File: src/rtl/muldiv_unit.sv
module muldiv_unit #(
  parameter int W = 32
) (
  input  logic         clk,
  input  logic         rst_n,
  input  logic         start,
  input  logic [3:0]   op,
  input  logic [W-1:0] src_a,
  input  logic [W-1:0] src_b,
  output logic         busy,
  output logic         done,
  output logic [W-1:0] hi,
  output logic [W-1:0] lo,
  output logic         wb_valid,
  output logic [W-1:0] wb_data,
  output logic         div_zero
);
  localparam int CW = $clog2(W);
  localparam int PW = 2 * W;

  logic is_div, uns, acc, ret;
  assign is_div = op[3];
  assign acc    = op[2];
  assign ret    = op[1];
  assign uns    = op[0];

  logic [PW-1:0] ext_a, ext_b, prod, mac_sum;
  assign ext_a   = {{W{~uns & src_a[W-1]}}, src_a};
  assign ext_b   = {{W{~uns & src_b[W-1]}}, src_b};
  assign prod    = ext_a * ext_b;
  assign mac_sum = (acc ? {hi, lo} : '0) + prod;

  logic         a_neg, b_neg;
  logic [W-1:0] mag_a, mag_b;
  assign a_neg = ~uns & src_a[W-1];
  assign b_neg = ~uns & src_b[W-1];
  assign mag_a = a_neg ? -src_a : src_a;
  assign mag_b = b_neg ? -src_b : src_b;

  logic [W-1:0]  quo, rem, dvs;
  logic [CW-1:0] cnt;
  logic          neg_q, neg_r;

  logic [W:0]   shifted, diff;
  logic         ge;
  logic [W-1:0] rem_n, quo_n, fin_q, fin_r;
  assign shifted = {rem, quo[W-1]};
  assign diff    = shifted - {1'b0, dvs};
  assign ge      = ~diff[W];
  assign rem_n   = ge ? diff[W-1:0] : shifted[W-1:0];
  assign quo_n   = {quo[W-2:0], ge};
  assign fin_q   = neg_q ? -quo_n : quo_n;
  assign fin_r   = neg_r ? -rem_n : rem_n;

  always_ff @(posedge clk) begin
    if (!rst_n) begin
      busy     <= 1'b0;
      done     <= 1'b0;
      hi       <= '0;
      lo       <= '0;
      wb_valid <= 1'b0;
      wb_data  <= '0;
      div_zero <= 1'b0;
      quo      <= '0;
      rem      <= '0;
      dvs      <= '0;
      cnt      <= '0;
      neg_q    <= 1'b0;
      neg_r    <= 1'b0;
    end else begin
      done     <= 1'b0;
      wb_valid <= 1'b0;
      if (busy) begin
        quo <= quo_n;
        rem <= rem_n;
        cnt <= cnt + 1'b1;
        if (cnt == CW'(W - 1)) begin
          busy     <= 1'b0;
          done     <= 1'b1;
          lo       <= fin_q;
          hi       <= fin_r;
          div_zero <= 1'b0;
        end
      end else if (start) begin
        if (!is_div) begin
          hi       <= mac_sum[PW-1:W];
          lo       <= mac_sum[W-1:0];
          done     <= 1'b1;
          wb_valid <= ret;
          wb_data  <= mac_sum[W-1:0];
          div_zero <= 1'b0;
        end else if (src_b == '0) begin
          done     <= 1'b1;
          div_zero <= 1'b1;
        end else begin
          busy  <= 1'b1;
          cnt   <= '0;
          rem   <= '0;
          quo   <= mag_a;
          dvs   <= mag_b;
          neg_q <= a_neg ^ b_neg;
          neg_r <= a_neg;
        end
      end
    end
  end
endmodule

File: config.mk
export PLATFORM = sky130hd
export DESIGN_NAME = muldiv_unit
export DESIGN_NICKNAME = d
export VERILOG_FILES = /design/src/rtl/muldiv_unit.sv
export SDC_FILE = /design/constraint.sdc
export NUM_CORES = 2
export LEC_CHECK = 0
export BUFFER_PORTS_ARGS = -buffer_cell sky130_fd_sc_hd__buf_2
export CORE_MARGIN = 2
export CORE_UTILIZATION = 60
export CTS_CLUSTER_DIAMETER = 120
export DETAILED_ROUTE_END_ITERATION = 8
export PLACE_DENSITY = 0.88
export RECOVER_POWER = 25
export SETUP_SLACK_MARGIN = 0.5
export SYNTH_ARGS = -nofsm -noshare
export SYNTH_HDL_FRONTEND = slang
export SYNTH_SLANG_ARGS = --single-unit
File: constraint.sdc
create_clock -name clk -period 12.39 [get_ports clk]
set_clock_uncertainty 0.15 [all_clocks]
set_input_delay 2.478 -clock clk [delete_from_list [all_inputs] [get_ports clk]]
set_output_delay 2.478 -clock clk [all_outputs]
set_load 0.01 [all_outputs]
Yosys cells after proc, flatten, opt, wreduce, memory -nomap -nowiden
Index checks and enable logic that the tools add are counted.
Storage, ports and cells
  register bits after elaboration: 203
  output and inout bits: 100
  bits of input ports: 71
  logic and storage cells: 86
Cells by class
  add/subtract/negate cells: 7
  muxes and demuxes: 41
  bitwise gates (word level): 10
  multipliers: 1
  equality and inequality tests: 5
  reduce and logical (&&, ||, !) cells: 9
Operator list (number)
  $mux 32: 21
  $neg 32->32: 4
  $add 64x64->64: 1
  $mul 33x33->64: 1
  $mux 64: 1
  $sub 33x32->33: 1
  $logic_not 32->1: 1
  $mux 5: 4
  $mux 1: 15
  $reduce_and 3->1: 4
  $not 1->1: 7
  $add 5x1->5 const B: 1
  $eq 5x5->1 const B: 1
  $ne 2x1->1 const B: 2
  $reduce_and 4->1: 1
  $reduce_bool 2->1: 2
  $reduce_or 4->1: 1
  $ne 3x1->1 const B: 1
  $and 1x1->1: 2
  $ne 2x2->1 const B: 1
  $xor 1x1->1: 1

Depth between registers and ports, before layout
  depth in word-level cells: 7
  gate-level depth with buffers: 33
  mapped depth without buffers: 29

Worst setup path after synthesis
No wires, ideal clock.
  path type: input-to-reg
  start point: in src_a[31]
  end point: reg hi[27]
  arrival: 10.639 ns
  buffers on the path: 4
  setup time: 0.122 ns
  slack: 1.479 ns
  cell stages on the path: 31
  data required time: 12.118 ns
  path through: clkbuf_1 -> nor2b_1 -> clkbuf_1 -> clkbuf_1 -> nand2_1 -> inv_1 -> fa_1 -> fa_1 -> fa_1 -> fa_1 -> inv_1 -> fa_1 -> inv_1 -> fa_1 -> fa_1 -> inv_1 -> fa_1 -> inv_1 -> ha_1 -> clkbuf_1 -> nand4_1 -> nor3_1 -> a221o_1 -> or3_1 -> a211o_1 -> o21ai_1 -> o21a_1 -> nor2_1 -> xnor2_1 -> o31ai_1 -> a221o_1
Between the ends
  cells in the longest elaborated chain, start to end: 6
Ends and longest elaborated chain
  start, declared: RTL line 8  | input logic [W-1:0] src_a,
  $and 1x1->1: RTL line 28  | assign ext_a = {{W{~uns & src_a[W-1]}}, src_a};
  $mul 33x33->64 *: RTL line 30  | assign prod = ext_a * ext_b;
  $add 64x64->64 *: RTL line 31  | assign mac_sum = (acc ? {hi, lo} : '0) + prod;
  $mux 32 *: RTL line 85  | if (!is_div) begin
  $mux 32 *: RTL line 84  | end else if (start) begin
  $mux 32 *: RTL line 73  | if (busy) begin
  end signal, assigned: RTL line 81  | hi <= fin_r;
  end signal, assigned: RTL line 86  | hi <= mac_sum[PW-1:W];
  end, declared: RTL line 12  | output logic [W-1:0] hi,
Every way passes the cells marked *; elsewhere a longest branch is shown, timed or not. The select of a mux whose other input is x is not followed.
A chain may end at the register's enable or synchronous reset.

Worst setup path in the final report
Ends and elaborated chain as after synthesis.

==> impl_metrics.toml <==
[grt]
grt_pass1_vias = 47662
grt_usage_pct = 36.32
grt_overflow_total = 0
antenna_found_initial = 18
grt_max_degree = 93
grt_first_pass_wirelength_um = 262000

[clock_tree]
post_cts_resized = 0
post_cts_buffers = 0
cts_buffers = 24
htreeDepth = 1
cts.clk_slew.worst_paths_ns = 0.06
clock_sinks = 203
cts_hold_buf = 0
cts_tree = "done"
cts_root_buffer = "clkbuf_16"
clk_path_buf_depth = 3
clk-insertion-delay-late_ns = 0.54

[hold_path]
min-delay-start = "dvs[31]"
hp-class = "register to register"

[synth]
synth_edf_count = 0
synth_warnings = 0
yosysMostFrequentCell = "inv_1"
synth_top_cell_by_area = "fa_1"
async_flop_share_pct = 0
synthesis.area_um2 = 53990
ys_ff_latch = 203
synth_flop_cell = "dfxtp_1"
synth_common_cells = "inv_1 (1268), fa_1 (1224), nand2_1 (858)"
synthTopCellsByArea = "fa_1 (45%), inv_1 (8.8%), dfxtp_1 (7.5%), ha_1 (6.2%), nand2_1 (6.0%)"
syn-num-nets = 7772
synth.avg_cell_area_um2 = 8.692
synth_cell_types = 85
netlist.area_leader.share_pct = 45.39
netlist_instances = 6211
yosysSeqAreaShare_pct = 7.528

[critical_path]
crit_top_cell = "fa_1"
arrival_ns = 11.36
required_ns = 12.67
r2r-start = "lo[17]"
path_class = "input pin to register"
cp.buffers_inverters = 7
end_kind = "register"
cp_slowest_cell = "inv_1"
path_delay_family = "adder cells"
slowest_delay_ns = 0.63
critical_path.startpoint = "src_a[31]"
critPathMaxFanout = 33
start_kind = "input pin"

[drt]
drt_first_iter_violations = 4602
routed_wl_um = 164500
via_per_inst = 6.098
vias = 44323
wl_per_cell_um = 22.63
first_pass_iters = 9
antenna_left = 0
drc_errors = 0

[floorplan]
dieArea_um2 = 92390
die_y_um = 304.0
core-area_um2 = 89600
die_x_um = 304.0
initial_core_util_pct = 60.25
rows = 110
io_pins = 171

[sta]
period_share_pct = 89.41
drv_slew = 37
worst_slew_margin_rel_pct = -57.79
setup_tns_ns = 0
fmax_mhz = 90.27
rsz0062_at_grt = "no"
final_hold_viol_count = 0
worstMarginPinSlew_ns = 2.367
layout_min_cycle_time_ns = 11.08
setup_viol = 0

[cells_and_area]
stdcell_count = 7269
final.fill_count = 7102
drive_above_1_share_pct = 3.765
syn_to_final_growth_pct = 3.711
nets = 7626

[place]
dp_hpwl_um = 129500
io_buffers = 170
routabilityCongestion = 0.9982
dp_cells = 7215

[status]
violations = "capacitance limit, slew limit"
status = "finished with violations"

[job]
cap_viol_max_count = 1
[flip-flops by register name, summed over array words and instances, names as in the netlist]
register	count
div_zero	1
cnt	5
hi	32
done	1
lo	32
rem	32
busy	1
neg_r	1
quo	32
wb_data	32
wb_valid	1
neg_q	1
dvs	32
[area by class of cell]
cell class	instances	area, um2	share of cell area [%]
Multi-Input combinational cell	4343	43710	78.08
Inverter	1269	4766	8.512
Sequential cell	203	4064	7.258
Tap cell	1176	1471	2.628
Timing Repair Buffer	224	1161	2.074
Clock buffer	30	644.4	1.151
Clock inverter	14	143.9	0.2570
Antenna cell	10	25.02	0.04469
[kinds of logic (layout without fill, tap and decap cells)]
| kind of cell | count (synthesis) | after routing | synth area share, % |
|---|---|---|---|
| and+or+nand+nor | 1884 | 1884 | 16.42 |
| buffers and inverters | 1665 | 1537 | 11.59 |
| adders and majority gates | 1490 | 1490 | 51.55 |
| AOI/OAI and AO/OA | 731 | 731 | 8.969 |
| xor gates and xnor gates | 209 | 209 | 3.391 |
| DFF | 203 | 203 | 7.528 |
| muxes | 29 | 29 | 0.5470 |
| other | 0 | 10 | 0 |
[worst min-delay path: cells and delay by family (launching register included)]
family | cells | cell delay, ns
AOI/OAI and AO/OA | 1 | 0.05
DFF | 1 | 0.31
and+or+nand+nor | 1 | 0.05
[final timing paths]
| path | endpoint | slack (ns) | cells after the start |
|---|---|---|---|
| setup / recovery | hi[27] | 1.31 | 29 |
| hold / removal | dvs[31] | 0.30 | 2 |
| setup reg to reg | hi[28] | 4.43 | 24 |
| hold reg to reg | dvs[31] | 0.30 | 2 |
[cell usage in the layout (no fill, tap or decap), types with 14 or more instances in the layout]
| cell | synthesis | routed |
|---|---|---|
| inv_1 | 1268 | 1267 |
| fa_1 | 1224 | 1224 |
| nand2_1 | 858 | 857 |
| and2_1 | 460 | 460 |
| nor2_1 | 299 | 296 |
| ha_1 | 266 | 266 |
| a21oi_1 | 235 | 234 |
| dfxtp_1 | 203 | 203 |
| o21ai_0 | 120 | 120 |
| xor2_1 | 105 | 105 |
| xnor2_1 | 104 | 104 |
| buf_2 | 7 | 97 |
| clkbuf_1 | 340 | 79 |
| nor3_1 | 56 | 56 |
| buf_4 | 0 | 53 |
| a211oi_1 | 51 | 51 |
| a21o_1 | 50 | 50 |
| o31ai_1 | 40 | 40 |
| nand3_1 | 37 | 36 |
| a222oi_1 | 29 | 29 |
| nand2b_1 | 25 | 25 |
| mux2i_1 | 25 | 25 |
| clkbuf_16 | 0 | 25 |
| a31oi_1 | 23 | 23 |
| o21a_1 | 22 | 22 |
| nor4_1 | 23 | 22 |
| or3_1 | 22 | 22 |
| nand4_1 | 21 | 21 |
| o211ai_1 | 20 | 20 |
| and3_1 | 15 | 15 |
| nor2b_1 | 15 | 14 |
| or4_1 | 14 | 14 |
| a22oi_1 | 14 | 14 |
[routing by layer]
metal  GRT usage (%)  vias to the layer above  wire [um]  part of all wire [%]
met5               0                        -         93                 0.057
met4           20.33                       14      11090                   6.7
met3           7.967                      707      19270                    12
met2           58.04                     2845      75920                    46
met1           46.12                    22243      58110                    35
li1                -                    18514          -                     -
[metrics by stage]
stage	hold slack [ns]	worst slack, ns	utilization [%]	area (um2)
final	0.3034	1.313	62.49	55990
after global routing	0.3285	0.7585	62.48	55980
after CTS	0.3042	1.364	62.57	56060
after detailed placement	0.2963	0.8620	61.69	55270
after global placement	0.2891	1.111	61.69	55270
after floorplan	0.2819	1.479	-	53990
Power is not shown: default switching activity piles up to over one toggle a cycle in this logic, so the estimate is an artifact.
